File: src/rtl/irqpu_pkg.sv
package irqpu_pkg;
  parameter int unsigned IRQPU_LINES  = 8;
  parameter int unsigned IRQPU_STAGES = 2;

  typedef struct packed {
    logic all_pend;
    logic all_mask;
  } irqpu_clr_t;
endpackage

File: src/rtl/irqpu_sync.sv
module irqpu_sync #(
  parameter int unsigned NUM_LINES   = irqpu_pkg::IRQPU_LINES,
  parameter int unsigned SYNC_STAGES = irqpu_pkg::IRQPU_STAGES
) (
  input  logic                 clk,
  input  logic                 rst,
  input  logic [NUM_LINES-1:0] req_n,
  output logic [NUM_LINES-1:0] fall
);
  logic [NUM_LINES-1:0] stg [SYNC_STAGES];
  logic [NUM_LINES-1:0] prev;

  always_ff @(posedge clk) begin
    if (rst) begin
      for (int s = 0; s < SYNC_STAGES; s++) stg[s] <= '1;
      prev <= '1;
    end else begin
      stg[0] <= req_n;
      for (int s = 1; s < SYNC_STAGES; s++) stg[s] <= stg[s-1];
      prev <= stg[SYNC_STAGES-1];
    end
  end

  for (genvar i = 0; i < NUM_LINES; i++) begin : g_fall
    assign fall[i] = prev[i] & ~stg[SYNC_STAGES-1][i];
  end
endmodule

File: src/rtl/irqpu_latch.sv
module irqpu_latch
  import irqpu_pkg::*;
#(
  parameter int unsigned NUM_LINES = IRQPU_LINES,
  localparam int unsigned ID_W = (NUM_LINES > 1) ? $clog2(NUM_LINES) : 1
) (
  input  logic                 clk,
  input  logic                 rst,
  input  logic [NUM_LINES-1:0] fall,
  input  irqpu_clr_t           clr,
  input  logic                 mask_wr,
  input  logic [NUM_LINES-1:0] mask_wdata,
  input  logic                 svc_en,
  input  logic [ID_W-1:0]      svc_id,
  output logic [NUM_LINES-1:0] pending,
  output logic [NUM_LINES-1:0] mask
);
  logic [NUM_LINES-1:0] clr_vec;

  always_comb begin
    clr_vec = '0;
    if (clr.all_pend) clr_vec = '1;
    else if (svc_en) clr_vec[svc_id] = 1'b1;
  end

  always_ff @(posedge clk) begin
    if (rst) begin
      pending <= '0;
      mask    <= '0;
    end else begin
      pending <= (pending & ~clr_vec) | fall;
      if (mask_wr)           mask <= mask_wdata;
      else if (clr.all_mask) mask <= '0;
    end
  end

  AST_EDGE_WINS: assert property (@(posedge clk) disable iff (rst)
    (|fall) |=> ((pending & $past(fall)) == $past(fall)));
  AST_READ_CLEARS: assert property (@(posedge clk) disable iff (rst)
    (clr.all_pend && !(|fall)) |=> (pending == '0));
  AST_ACK_SINGLE: assert property (@(posedge clk) disable iff (rst)
    (svc_en && !clr.all_pend) |=>
      ($countones($past(pending) & ~pending) <= 1));
  AST_MASK_CLEARED: assert property (@(posedge clk) disable iff (rst)
    (clr.all_mask && !mask_wr) |=> (mask == '0));
endmodule

File: src/rtl/irqpu_prio.sv
module irqpu_prio
  import irqpu_pkg::*;
#(
  parameter int unsigned NUM_LINES = IRQPU_LINES,
  localparam int unsigned ID_W = (NUM_LINES > 1) ? $clog2(NUM_LINES) : 1
) (
  input  logic                 clk,
  input  logic                 rst,
  input  logic [NUM_LINES-1:0] pending,
  input  logic [NUM_LINES-1:0] mask,
  input  logic                 cascade_n,
  output logic                 irq_n,
  output logic [ID_W-1:0]      win_id,
  output logic                 win_valid,
  output logic [NUM_LINES-1:0] status
);
  logic [NUM_LINES-1:0] live;
  logic [ID_W-1:0]      top_id;

  assign live = pending & ~mask;

  always_comb begin
    top_id = '0;
    for (int i = 0; i < NUM_LINES; i++)
      if (live[i]) top_id = ID_W'(i);
  end

  always_ff @(posedge clk) begin
    if (rst) begin
      irq_n     <= 1'b1;
      win_id    <= '0;
      win_valid <= 1'b0;
      status    <= '0;
    end else begin
      irq_n     <= ~(|live);
      win_id    <= top_id;
      win_valid <= (|live) & cascade_n;
      status    <= pending;
    end
  end

  AST_MASKED_QUIET: assert property (@(posedge clk) disable iff (rst)
    (live == '0) |=> irq_n);
  AST_CASCADE_BLOCK: assert property (@(posedge clk) disable iff (rst)
    !cascade_n |=> !win_valid);
  AST_VALID_IRQ: assert property (@(posedge clk) disable iff (rst)
    win_valid |-> !irq_n);
endmodule

File: src/rtl/irq_prio_unit.sv
module irq_prio_unit
  import irqpu_pkg::*;
#(
  parameter int unsigned NUM_LINES   = IRQPU_LINES,
  parameter int unsigned SYNC_STAGES = IRQPU_STAGES,
  localparam int unsigned ID_W = (NUM_LINES > 1) ? $clog2(NUM_LINES) : 1
) (
  input  logic                 clk,
  input  logic                 rst,
  input  logic [NUM_LINES-1:0] req_n,
  input  logic                 cascade_n,
  input  logic                 mask_wr,
  input  logic [NUM_LINES-1:0] mask_wdata,
  input  logic                 ctrl_wr,
  input  logic                 ctrl_keep_pend,
  input  logic                 ctrl_keep_mask,
  input  logic                 status_rd,
  input  logic                 svc_ack,
  output logic                 irq_n,
  output logic [ID_W-1:0]      win_id,
  output logic                 win_valid,
  output logic [NUM_LINES-1:0] status
);
  logic [NUM_LINES-1:0] fall;
  logic [NUM_LINES-1:0] pending;
  logic [NUM_LINES-1:0] mask;
  irqpu_clr_t           clr;
  logic                 svc_en;

  assign clr.all_pend = status_rd | (ctrl_wr & ~ctrl_keep_pend);
  assign clr.all_mask = ctrl_wr & ~ctrl_keep_mask;
  assign svc_en       = svc_ack & win_valid;

  irqpu_sync #(.NUM_LINES(NUM_LINES), .SYNC_STAGES(SYNC_STAGES)) u_sync (
    .clk(clk), .rst(rst), .req_n(req_n), .fall(fall)
  );

  irqpu_latch #(.NUM_LINES(NUM_LINES)) u_latch (
    .clk(clk), .rst(rst), .fall(fall), .clr(clr),
    .mask_wr(mask_wr), .mask_wdata(mask_wdata),
    .svc_en(svc_en), .svc_id(win_id),
    .pending(pending), .mask(mask)
  );

  irqpu_prio #(.NUM_LINES(NUM_LINES)) u_prio (
    .clk(clk), .rst(rst), .pending(pending), .mask(mask),
    .cascade_n(cascade_n), .irq_n(irq_n), .win_id(win_id),
    .win_valid(win_valid), .status(status)
  );

  AST_BLOCKED_KEEPS: assert property (@(posedge clk) disable iff (rst)
    (!win_valid && !clr.all_pend) |=>
      ((pending & $past(pending)) == $past(pending)));
  AST_KEEP_BITS: assert property (@(posedge clk) disable iff (rst)
    (ctrl_wr && ctrl_keep_mask && !mask_wr) |=> $stable(mask));
endmodule

File: config.mk
export PLATFORM = sky130hd
export DESIGN_NAME = irq_prio_unit
export DESIGN_NICKNAME = d
export VERILOG_FILES = /design/src/rtl/irqpu_pkg.sv /design/src/rtl/irqpu_sync.sv /design/src/rtl/irqpu_latch.sv /design/src/rtl/irqpu_prio.sv /design/src/rtl/irq_prio_unit.sv
export SDC_FILE = /design/constraint.sdc
export NUM_CORES = 1
export LEC_CHECK = 0
export BUFFER_PORTS_ARGS = -buffer_cell sky130_fd_sc_hd__clkbuf_2
export CAP_MARGIN = 40
export CORE_UTILIZATION = 52
export CTS_BUF_LIST = sky130_fd_sc_hd__clkbuf_16
export CTS_CLUSTER_DIAMETER = 200
export DETAILED_ROUTE_END_ITERATION = 8
export PLACE_DENSITY_LB_ADDON = 0.12
export SLEW_MARGIN = 20
export SYNTH_ARGS = -nofsm -noshare
export SYNTH_HDL_FRONTEND = slang
export SYNTH_SLANG_ARGS = --single-unit
File: constraint.sdc
create_clock -name clk -period 1.3 [get_ports clk]
set_input_delay 0 -clock clk [delete_from_list [all_inputs] [get_ports clk]]
set_output_delay 0 -clock clk [all_outputs]
set_load 0.05 [all_outputs]
==> impl_metrics.toml <==
[status]
status = "completed"

[power_and_ir_drop]
max-vdd-ir-drop_mv = 0.989
fin_total_pwr_w = 0.00354
leakage_nw = 0.981
pwr_density_cell_nw_per_um2 = 1510

[drt]
drt-initial-drc-count = 87
ant_nets = 0
drt_drc_violations_left = 0
finalWirelength_um = 3570
route.detailed.vias_per_inst = 4.95
detail_route.wl_per_cell_um = 13.1
num_vias = 1347
detail_route.first_pass.iterations = 4

[cells_and_area]
layout.cells.most_common_list = "dfxtp_1, clkbuf_2, dlygate4sd3_1"
synthToLayoutAreaGrowth_pct = 31.4
diodes = 0
final_layout_size_suffix_gt1_frac = 0.320
most_common_library_cell_in_the_layout_ignoring_fill_and_taps = "dfxtp_1"
finish.net_count = 252

[yosys]
synth_fp_nets = 196
synth_largest_type_area_fraction = 0.592
synth_cells = 171
synthesized_area_um2 = 1790
ys_types = 30
syn_avg_cell_area_um2 = 10.5
synth_edf_count = 0
yosysWarnings = 0
async_flop_share = 0
synth_seq_cells = 53
dominantRegCellSynth = "dfxtp_1"
cell_taking_the_most_area_after_synthesis = "dfxtp_1"
seq_area_frac_synth = 0.592
synth.top_cells.by_area = "dfxtp_1, or2_2, a32o_1, nor2b_1, nand3b_1"

[global_route]
groute.layer.met3.usage = 0.0597
peak_usage_layer_in_the_global_routing_report = "met2"
grt_remaining_overflow = 0
wire_length_of_the_first_global_routing_pass_um = 5760
grt_start_max_net_pins = 20
track_usage = 0.218
antenna_violations_before_repair = 0
met1_track_usage_gr = 0.271
global_route.usage.met2 = 0.363
first_global_vias = 1278

[clocking]
post_cts.repair.setup_buffers = 0
tritoncts = "done"
clkSlewWorstSetupHoldPaths_ns = 0.07
cts_inserted_buffers = 5
cts_resized = 0
cts-hold-fix-buffers = 17
clk_latency_ns = 0.29
clock_sinks = 53
htree_num_levels = 2
cts.root.buffer_cell = "clkbuf_16"
clock_tree.buffer_depth = 2

[setup_path]
endpoint_kind = "flip-flop"
critical_path.cell_chain = "and3_1, nand3_1, a32o_1"
critical_path_class = "reg -> reg"
critical_path_arrival_ns = 1.26
critical_path.max_stage_delay_ns = 0.34
worst_ep_required_time_ns = 1.48
worst_setup_path_start_kind = "flip-flop"
cp_slowest_cell = "dfxtp_2"
cp_max_fo = 4

[timing]
fin_tns_setup_ns = 0
setup_violations = 0
number_of_slew_limit_violations_in_the_final_report = 0
finalCriticalPeriod_ns = 1.08
tightestPinTransition_ns = 0.445
max_freq_mhz = 929
max-slew-margin-rel = 0.702
finClkSkew_ns = 0.00485
setup_repair_after_global_routing_missed_its_margin = "false"
final_hold_viol_count = 0
min_period_over_period = 0.828

[placed_design]
gp_congestion = 0.771
io_buffers = 37
place_hpwl_um = 2390

[floorplanning]
floorplan.die_area_um2 = 3680
initial_core_util = 0.568
rows = 20
core_area_um2 = 3150
die_height_um = 60.7
top_level_ports = 38
fp.dieW_um = 60.7

[min_path]
min_path_type = "in -> reg"

[flow_run]
timing.max_cap.violations = 0
==> synth_stat cells (2+ instances only) <==
cell      count
or2_2        16
clkbuf_1      3
nand3b_1      8
a21oi_1      10
dfxtp_1      53
nor2_1       10
inv_1        12
nand2_1      15
nor2b_1      10
nand3_1       2
buf_2         2
nand2b_1      5
a32o_1        8
==> cell families after synthesis <==
logic type,synth area share
simple gates,0.240
flops,0.592
compound gates,0.120
buf+inv,0.0475
==> flip-flops by register name (all words and copies together), names as in the netlist <==
name and flops:
u_prio.win_id 3, u_sync.stg 16, u_latch.mask 8, u_latch.pending 8, u_prio.win_valid 1, u_prio.irq_n 1
u_prio.status 8, u_sync.prev 8
==> area by class of cell <==
class                      instances  area, um^2
sequential                        53        1070
fill                             244         798
multi-input combinational         99         646
timing repair buffer              56         370
clock buffer                       5         125
tap                               44        55.1
clock inverter                     3        47.5
inverter                          12        45.0
==> path summary, 6_finish.rpt <==
path / start / to / slack (ns) / cells past startpoint
worst max-delay path: u_prio.win_valid / u_latch.pending[7] / 0.22 / 3
worst min-delay path: rst / u_latch.mask[3] / 0.10 / 2
worst max register to register: u_prio.win_valid / u_latch.pending[7] / 0.22 / 3
worst min register to register: u_sync.stg[0][3] / u_sync.stg[0][11] / 0.41 / 1
==> layer usage <==
layer,wire [um],vias up
met4,68,0
met1,1570,629
li1,-,672
met5,0,-
met3,157,9
met2,1770,37
==> critical path: cells and delay by family (launching register included) <==
| kind | cells | cell delay, ns |
|---|---|---|
| compound gates | 1 | 0.26 |
| flops | 1 | 0.34 |
| simple gates | 2 | 0.36 |
==> report_power, final <==
part	internal (W)	switching (W)	total (W)
sequential	0.00169	0.0000371	0.00173
clock	0.000921	0.000578	0.00150
combinational	0.000145	0.000169	0.000314
==> metrics by stage <==
step / setup WS (ns) / util / hold WS [ns] / instance area, um^2 / instances
3_5_place_dp: 0.248 / 0.638 / 0.185 / 2010 / 247
5_1_grt: 0.185 / 0.747 / 0.124 / 2350 / 272
3_3_place_gp: 0.272 / 0.638 / 0.182 / 2010 / 247
4_1_cts: 0.227 / 0.747 / 0.101 / 2350 / 272
6_report: 0.223 / 0.747 / 0.105 / 2350 / 272
2_1_floorplan: 0.124 / - / 0.104 / 1800 / 171
Note: power is estimated with default switching activity, not from simulation.
